===== config.mk =====
export PLATFORM = sky130hd
export DESIGN_NAME = txr_scanner
export DESIGN_NICKNAME = d
export VERILOG_FILES = /design/src/rtl/tx_ring_pkg.sv /design/src/rtl/txr_len_decode.sv /design/src/rtl/txr_addr_gen.sv /design/src/rtl/txr_scanner.sv
export SDC_FILE = /design/constraint.sdc
export NUM_CORES = 1
export LEC_CHECK = 0
export ABC_AREA = 1
export ABC_CLOCK_PERIOD_IN_PS = 2900
export BUFFER_PORTS_ARGS = -buffer_cell sky130_fd_sc_hd__buf_2
export CAP_MARGIN = 40
export CORE_MARGIN = 1.5
export CORE_UTILIZATION = 31
export DETAILED_ROUTE_END_ITERATION = 6
export PLACE_DENSITY = 0.49
export SLEW_MARGIN = 10
export SYNTH_ARGS = -nofsm -noshare
export SYNTH_HDL_FRONTEND = slang
export SYNTH_SLANG_ARGS = --single-unit

===== constraint.sdc =====
create_clock -name clk -period 2.9 [get_ports clk]
set_clock_uncertainty 0.15 [all_clocks]
set_input_delay 0.29 -clock clk [delete_from_list [all_inputs] [get_ports clk]]
set_output_delay 0.29 -clock clk [all_outputs]
set_load 0.02 [all_outputs]

===== src/rtl/tx_ring_pkg.sv =====
package tx_ring_pkg;

  // status byte patterns
  localparam logic [7:0] STAT_READY    = 8'h83; // owned + start + end
  localparam logic [7:0] STAT_RETURNED = 8'h03; // start + end, owner cleared

  // byte offsets inside an 8-byte descriptor
  localparam logic [15:0] OFF_STAT = 16'd2;
  localparam logic [15:0] OFF_LENH = 16'd4;
  localparam logic [15:0] OFF_LENL = 16'd5;

  typedef enum logic [2:0] {
    S_IDLE,
    S_STAT,
    S_LENH,
    S_LENL,
    S_BUF,
    S_WSTAT
  } scan_state_t;

endpackage


===== src/rtl/txr_len_decode.sv =====
module txr_len_decode (
  input  logic [7:0]  len_msb,
  input  logic [7:0]  len_lsb,
  output logic [15:0] byte_count
);
  logic [15:0] raw;

  always_comb begin
    raw        = {len_msb, len_lsb};
    byte_count = (~raw) + 16'd1;
  end
endmodule


===== src/rtl/txr_addr_gen.sv =====
module txr_addr_gen #(
  parameter int AW = 16,
  parameter int IW = 2,
  parameter int BUF_LOG = 4,
  parameter logic [AW-1:0] DESC_BASE = '0,
  parameter logic [AW-1:0] BUF_BASE = '0
) (
  input  logic [IW-1:0] slot,
  input  logic          use_buf,
  input  logic [15:0]   offset,
  output logic [AW-1:0] addr
);
  localparam int DESC_SHIFT = 3;

  logic [AW-1:0] slot_w;
  logic [AW-1:0] off_w;

  always_comb begin
    slot_w = AW'(slot);
    off_w  = AW'(offset);
    if (use_buf)
      addr = BUF_BASE + (slot_w << BUF_LOG) + off_w;
    else
      addr = DESC_BASE + (slot_w << DESC_SHIFT) + off_w;
  end
endmodule


===== src/rtl/txr_scanner.sv =====
module txr_scanner
  import tx_ring_pkg::*;
#(
  parameter int AW = 16,
  parameter int RING_LOG = 2,
  parameter int BUF_LOG = 4,
  parameter logic [AW-1:0] DESC_BASE = 16'h0000,
  parameter logic [AW-1:0] BUF_BASE = 16'h0040
) (
  input  logic                clk,
  input  logic                rst,
  input  logic                tx_enable,
  input  logic                poll,
  output logic                mem_req,
  output logic                mem_we,
  output logic [AW-1:0]       mem_addr,
  output logic [7:0]          mem_wdata,
  input  logic                mem_ack,
  input  logic [7:0]          mem_rdata,
  output logic                tx_valid,
  output logic [7:0]          tx_data,
  output logic                tx_last,
  output logic                tx_done,
  output logic                scan_busy,
  output logic [RING_LOG-1:0] cur_idx
);
  localparam int IW = RING_LOG;

  scan_state_t   state;
  logic          wait_q;
  logic [IW-1:0] slot;
  logic [IW-1:0] stop_slot;
  logic [7:0]    len_msb_q;
  logic [15:0]   byte_total;
  logic [15:0]   byte_num;

  logic [15:0]   dec_count;
  logic [AW-1:0] acc_addr;
  logic          acc_buf;
  logic [15:0]   acc_off;
  logic [IW-1:0] slot_nxt;
  logic          scan_end;
  logic          final_byte;

  txr_len_decode u_len (
    .len_msb   (len_msb_q),
    .len_lsb   (mem_rdata),
    .byte_count(dec_count)
  );

  txr_addr_gen #(
    .AW(AW), .IW(IW), .BUF_LOG(BUF_LOG),
    .DESC_BASE(DESC_BASE), .BUF_BASE(BUF_BASE)
  ) u_addr (
    .slot   (slot),
    .use_buf(acc_buf),
    .offset (acc_off),
    .addr   (acc_addr)
  );

  always_comb begin
    acc_buf = 1'b0;
    acc_off = OFF_STAT;
    case (state)
      S_LENH:  acc_off = OFF_LENH;
      S_LENL:  acc_off = OFF_LENL;
      S_BUF: begin
        acc_buf = 1'b1;
        acc_off = byte_num;
      end
      default: acc_off = OFF_STAT;
    endcase
    slot_nxt   = slot + 1'b1;
    scan_end   = (slot_nxt == stop_slot);
    final_byte = (byte_num == byte_total - 16'd1);
  end

  always_ff @(posedge clk) begin
    if (rst) begin
      state      <= S_IDLE;
      wait_q     <= 1'b0;
      slot       <= '0;
      stop_slot  <= '0;
      len_msb_q  <= '0;
      byte_total <= '0;
      byte_num   <= '0;
      cur_idx    <= '0;
      scan_busy  <= 1'b0;
      mem_req    <= 1'b0;
      mem_we     <= 1'b0;
      mem_addr   <= '0;
      mem_wdata  <= '0;
      tx_valid   <= 1'b0;
      tx_data    <= '0;
      tx_last    <= 1'b0;
      tx_done    <= 1'b0;
    end else begin
      mem_req  <= 1'b0;
      tx_valid <= 1'b0;
      tx_last  <= 1'b0;
      tx_done  <= 1'b0;
      if (state == S_IDLE) begin
        if (poll && tx_enable) begin
          slot      <= cur_idx;
          stop_slot <= cur_idx - 1'b1;
          scan_busy <= 1'b1;
          state     <= S_STAT;
        end
      end else if (!wait_q) begin
        mem_req   <= 1'b1;
        mem_we    <= (state == S_WSTAT);
        mem_wdata <= STAT_RETURNED;
        mem_addr  <= acc_addr;
        wait_q    <= 1'b1;
      end else if (mem_ack) begin
        wait_q <= 1'b0;
        case (state)
          S_STAT: begin
            if (mem_rdata == STAT_READY) begin
              state <= S_LENH;
            end else if (scan_end) begin
              state     <= S_IDLE;
              scan_busy <= 1'b0;
            end else begin
              slot  <= slot_nxt;
              state <= S_STAT;
            end
          end
          S_LENH: begin
            len_msb_q <= mem_rdata;
            state     <= S_LENL;
          end
          S_LENL: begin
            byte_total <= dec_count;
            byte_num   <= '0;
            state      <= (dec_count == 16'd0) ? S_WSTAT : S_BUF;
          end
          S_BUF: begin
            tx_valid <= 1'b1;
            tx_data  <= mem_rdata;
            tx_last  <= final_byte;
            byte_num <= byte_num + 16'd1;
            if (final_byte) state <= S_WSTAT;
          end
          S_WSTAT: begin
            tx_done <= 1'b1;
            cur_idx <= cur_idx + 1'b1;
            if (scan_end) begin
              state     <= S_IDLE;
              scan_busy <= 1'b0;
            end else begin
              slot  <= slot_nxt;
              state <= S_STAT;
            end
          end
          default: state <= S_IDLE;
        endcase
      end
    end
  end

  // outstanding-access tracker used only by the checks below
  logic chk_pending;
  always_ff @(posedge clk) begin
    if (rst) chk_pending <= 1'b0;
    else if (mem_req) chk_pending <= 1'b1;
    else if (mem_ack) chk_pending <= 1'b0;
  end


  single_access_chk: assert property (@(posedge clk) disable iff (rst)
    mem_req |-> !chk_pending);


  req_only_in_scan_chk: assert property (@(posedge clk) disable iff (rst)
    mem_req |-> scan_busy);


  byte_from_response_chk: assert property (@(posedge clk) disable iff (rst)
    tx_valid |-> $past(mem_ack));


  last_with_valid_chk: assert property (@(posedge clk) disable iff (rst)
    tx_last |-> tx_valid);


  done_after_write_chk: assert property (@(posedge clk) disable iff (rst)
    tx_done |-> $past(mem_ack && mem_we));


  idx_step_chk: assert property (@(posedge clk) disable iff (rst)
    tx_done |-> cur_idx == IW'($past(cur_idx) + 1'b1));

endmodule


Word level (Yosys, flattened, before mapping). Index checks and enable logic that the tools add are counted.

Add/sub/neg operators: 9. Bitwise gates (word level): 5. Mux-type cells: 31. Equality and inequality tests: 11. Reduce and logical (&&, ||, !) cells: 19.

Operators with widths (number): $pmux W16 S3 (1); $add A16 B1 Y16 const B (2); $pmux W16 S2 (1); $reduce_and A4 Y1 (6); $add A16 B16 Y16 (1); $add A5 B16 Y16 (1); $eq A16 B16 Y1 (1); $logic_not A16 Y1 (1); $mux W16 (1); $not A16 Y16 (1); $sub A16 B1 Y16 const B (1); $mux W3 (5); $pmux W3 S5 (1); $mux W2 (7); $mux W1 (13); $add A7 B6 Y8 const A (1); $eq A8 B8 Y1 const B (1); $eq A3 B2 Y1 const B (2); $eq A3 B3 Y1 const B (2); $ne A3 B3 Y1 const B (2); $reduce_bool A2 Y1 (3); $reduce_and A5 Y1 (1); $reduce_or A5 Y1 (1); $add A2 B1 Y2 const B (2); other kinds (13) (17).

Word-level logic and storage cells: 92. Register bits: 81.

Longest topological paths before layout.
Word-level depth: 8. Mapped depth: 19.

By module. Synthesis repeated with hierarchy kept, for this count alone.

Cell total of the unflattened synthesis: 772. Area total of the unflattened synthesis: 5037.3 sq um.

By module, submodules not included: txr_scanner (area an instance 4030.1 sq um, seq. area each 1621.6 sq um, cells an instance 585, instances 1); txr_addr_gen (area an instance 601.8 sq um, seq. area each 0.0 sq um, cells an instance 106, instances 1); txr_len_decode (area an instance 405.4 sq um, seq. area each 0.0 sq um, cells an instance 81, instances 1).

Worst setup path after synthesis. OpenSTA, ideal clock, no wires.

Path type: register to register. Start point: register (tool-made name). End point: register mem_addr[14]. Arrival time: 2426 ps. Stages on the path, launching flop included: 20. Clock period less this slack: 2709 ps. Buffers on the path: 2. Setup slack: 191 ps. Path through: dfxtp_1 -> buf_4 -> inv_2 -> nor2_8 -> inv_4 -> buf_2 -> nor2_1 -> ha_1 -> inv_1 -> fa_1 -> a21oi_1 -> inv_1 -> nor2_1 -> nand2_1 -> nor2_1 -> nand2_1 -> inv_1 -> nand4_1 -> nand3_1 -> a21oi_1.

RTL lines: end signal: assignment (RTL line txr_scanner.sv:113) `mem_addr <= acc_addr;`; end: declaration (RTL line txr_scanner.sv:16) `output logic [AW-1:0] mem_addr,`.

Worst setup path after layout.
Start point: register state[1]. End point: register mem_addr[14].

Word-level cells in the longest chain between the ends: 4. Elaborated cells between the ends (all ways): 11. Those cells by class: add/sub: 2; eq/ne: 3; mux: 3; bitwise: 1; reduce/logical: 2.

RTL lines: start: declaration (RTL line txr_scanner.sv:29) `scan_state_t state;`; start signal: assignment (RTL line txr_scanner.sv:136) `state <= (dec_count == 16'd0) ? S_WSTAT : S_BUF;`; $eq A3 B3 Y1 / $eq A3 B2 Y1 (equally long branches) (RTL line txr_scanner.sv:64) `case (state)`; $pmux W16 S3 (RTL line txr_scanner.sv:64); $add A5 B16 Y16 / $add A16 B16 Y16 (equally long branches) (RTL line txr_addr_gen.sv:24, txr_addr_gen.sv:22); $mux W16 (RTL line txr_addr_gen.sv:21) `if (use_buf)`.

Parallel ways exist; a longest one is shown, timed or not. A chain may end at the register's enable or synchronous reset.

==> impl_results.md <==
- Top cells by area, synth: dfxtp_1 (35%), nand2_1 (12%), a21oi_1 (5.8%)
- DR DRC count: 0
- Routed WL: roughly 13000 um
- Max-cap viol count: 0
- CTS Buffer Depth: 2
- Diode count: 0
- Layout cells sized above 1: 0.168
- Die area: 0.0159 mm2
- Vias in the first global route: slightly above 4000
- Most used flip-flop cell after synthesis: dfxtp_1
- CTS tree: done
- Final ANT Viol Nets: 0
- Synth warn: 0
- Rows: 44
- Die width: 126 um
- Synth top area share: 0.346
- CTS Buf Count: 9
- Largest net degree at the start of global routing: 43
- Setup-failing EPs final: 0
- Routed vias/inst: 4.87
- Insertion delay to the later sink of the worst-skew pair: 0.35 ns
- Slew headroom: 0.636
- Period utilization: 0.914
- Synth cell types: between 40 and 50
- Total GRT Usage: 0.166
- Initial Utilization: 0.320
- Flops & latches, synth: 81
- Via Count: 4454
- Clk root buf: clkbuf_16
- Ports: 53
- Placed insts: 898
- Clock transition at the registers of the reported paths: ~0.060 ns
- # port buffers: 46
- Clock sinks: 81
- Synth area leader: dfxtp_1
- Critical Path RT: 2.97 ns
- Pins Over Slew Limit: 0
- Worst-margin pin slew: around 0.54 ns
- Status: completed
- WP data arrival: around 2.7 ns
- Post-CTS setup buffers: 0
- Hold/Removal Path Class: primary input to flip-flop
- Pwr per Cell Area: 461 mW/mm2
- F_max: 377 MHz
- Setup_tns: 0 ns
- Core Footprint: ~0.015 mm2
- DRT iter0 DRCs: around 340
- EDFF count, synth: 0
- Routed wire per std cell: 14.0 um
- Reg area: 0.00162 mm2
- Critical path peak fanout: 6
- Async S/R FF share, synth: 0
- Area Overhead vs Synth: 15.1%
- CP Capture Type: flip-flop
- Area of the multi-input gates: approximately 0.0026 mm2
- First drt pass iteration count: 7
- Worst VDD drop: a little over 0.0003 V
- Overflow after GRT: 0
- CP startpoint kind: flip-flop
- Leakage Power: 2.43 nW
- GPL Wtd Cong: a little over 0.8
- Synth Instances: 684
- Synthesized area per cell: between 6 and 7 um2
- Post-DP HPWL: just under 10000 um
- First-pass GRT wire length: approximately 21000 um
- Final cell count without fillers: ~910
- Fin crit period: around 2.7 ns
- Final hold vios: 0
- Die height: approximately 130 um
- Worst Path Class, Setup: flip-flop to flip-flop
- Synthesized area: approximately 0.0047 mm2
- H-tree depth: 3
- Fill cell count: between 1500 and 2000
- Initial antenna violation count: 0
- Nets: between 700 and 800
- Seq/Total Area, Yosys: 0.346
cell usage in the layout (no fill, tap or decap), types with 3 or more instances in the layout:
| cell type | n |
|---|---|
| a31oi_1 | 3 |
| nor2_4 | 6 |
| conb_1 | 6 |
| buf_2 | 46 |
| o211ai_1 | 8 |
| o21ai_1 | 4 |
| buf_4 | 11 |
| clkbuf_16 | 9 |
| nand4_1 | 8 |
| nor2_1 | 66 |
| nand2_1 | 152 |
| o21ai_0 | 45 |
| nor2_2 | 8 |
| nand3_1 | 48 |
| a22oi_1 | 3 |
| xor2_1 | 23 |
| nor3_1 | 7 |
| xnor2_1 | 3 |
| a211oi_1 | 6 |
| or2_2 | 3 |
| nor4_1 | 3 |
| a21oi_1 | 53 |
| nand2_2 | 9 |
| inv_1 | 67 |
| a221oi_1 | 4 |
| ha_1 | 6 |
| inv_2 | 12 |
| dfxtp_1 | 81 |
metal layers:
metal  vias to the layer above  GRT usage  routed length [um]
li1                       2299          -                   -
met1                      2043      0.234                6450
met2                        93      0.254                5620
met3                        19     0.0319                 456
met4                         0     0.0581                 241
met5                         -          0                   0
path summary, 6_finish.rpt:
path | startpoint | slack [ns] | end | cells after the start
worst min register to register | mem_addr[6]$_SDFFE_PP0P_ | 0.31 | mem_addr[6]$_SDFFE_PP0P_ | 2
worst max register to register | state[1]$_SDFFE_PP0P_ | 0.25 | mem_addr[14]$_SDFFE_PP0P_ | 18
worst max-delay path | state[1]$_SDFFE_PP0P_ | 0.25 | mem_addr[14]$_SDFFE_PP0P_ | 18
worst min-delay path | mem_rdata[1] | 0.09 | len_msb_q[1]$_SDFFE_PP0P_ | 3
synthesized netlist by cell type, types with 2 or more instances:
cell / number
a22oi_1: 3
nand2_2: 9
nor2_2: 6
xor2_1: 23
inv_1: 67
xnor2_1: 3
nor3_1: 7
o22ai_1: 2
a21oi_1: 54
nand2_1: 152
a221oi_1: 4
a211oi_1: 6
nor3_2: 2
inv_2: 12
nor2_4: 6
inv_4: 2
nor4_1: 3
or2_2: 3
fa_1: 2
ha_1: 6
o211ai_1: 8
nor2_1: 68
buf_2: 10
buf_4: 8
a31oi_1: 3
dfxtp_1: 81
nand3_1: 48
o21ai_0: 45
o21bai_1: 2
nand4_1: 8
clkbuf_1: 11
nor2_8: 2
o21ai_1: 4
cell type report:
type / count / area share
flip-flops and latches: 81 / 0.300
repair buffers: 57 / 0.0579
inverters: 81 / 0.0572
clock buffers: 12 / 0.0475
clock inverters: 4 / 0.00950
multi-input cells: 495 / 0.485
well taps: 184 / 0.0426
timing repair:
action | 4_1_cts | 5_1_grt
endpoints found under the setup margin | 0 | 2
hold endpoints to repair | 0 | 0
gates resized for setup | 0 | 4
hold buffers | 0 | 0
per-stage QoR:
stage | total power [mW] | instance area (um2) | utilization | setup WS (ns) | hold WS [ns]
global placement | 1.34 | 5080 | 0.347 | 0.168 | 0.298
floorplan | 1.29 | 4710 | - | 0.191 | 0.275
CTS | 2.52 | 5390 | 0.368 | 0.0727 | 0.0775
global route | 2.57 | 5400 | 0.369 | -0.00691 | 0.110
detailed placement | 1.34 | 5080 | 0.347 | 0.0834 | 0.304
finish | 2.49 | 5400 | 0.369 | 0.249 | 0.0922
report_power, final:
group          leakage (nW)  total, mW  internal, mW  switching, mW
combinational          1.63      0.173        0.0476          0.126
clock                 0.149       1.18         0.714          0.464
sequential            0.654       1.14          1.13        0.00916
critical path, cell delays in order, from the launching register on:
cell and delay (ns):
dfxtp_1 0.34, inv_2 0.09, nand2_2 0.12, nor2_8 0.12, inv_4 0.06, nor2_2 0.10
ha_1 0.15, inv_1 0.06, fa_2 0.37, a21oi_2 0.16, inv_1 0.07, nor2_2 0.10
nand2_1 0.08, nor2_1 0.12, nand2_1 0.10, inv_1 0.09, nand4_1 0.08, nand3_1 0.09
a21oi_1 0.06
flip-flops by register name, summed over array words and instances, names as in the netlist, named ones only:
name        count
byte_num       16
byte_total     16
cur_idx         2
len_msb_q       8
mem_addr       16
mem_req         1
mem_wdata       1
mem_we          1
scan_busy       1
slot            2
state           2
stop_slot       2
tx_data         8
tx_done         1
tx_last         1
tx_valid        1
wait_q          1
kinds of logic (layout without fill, tap and decap cells):
logic type | after synthesis | after routing | share of synthesized area
simple gates | 318 | 318 | 0.310
compound gates | 136 | 136 | 0.164
buf+inv | 113 | 154 | 0.102
flops | 81 | 81 | 0.346
xor+xnor | 27 | 27 | 0.0520
fa+ha+maj | 8 | 8 | 0.0245
other cells | 1 | 6 | 0.000799
No activity file was read; power rests on OpenSTA's default activity.
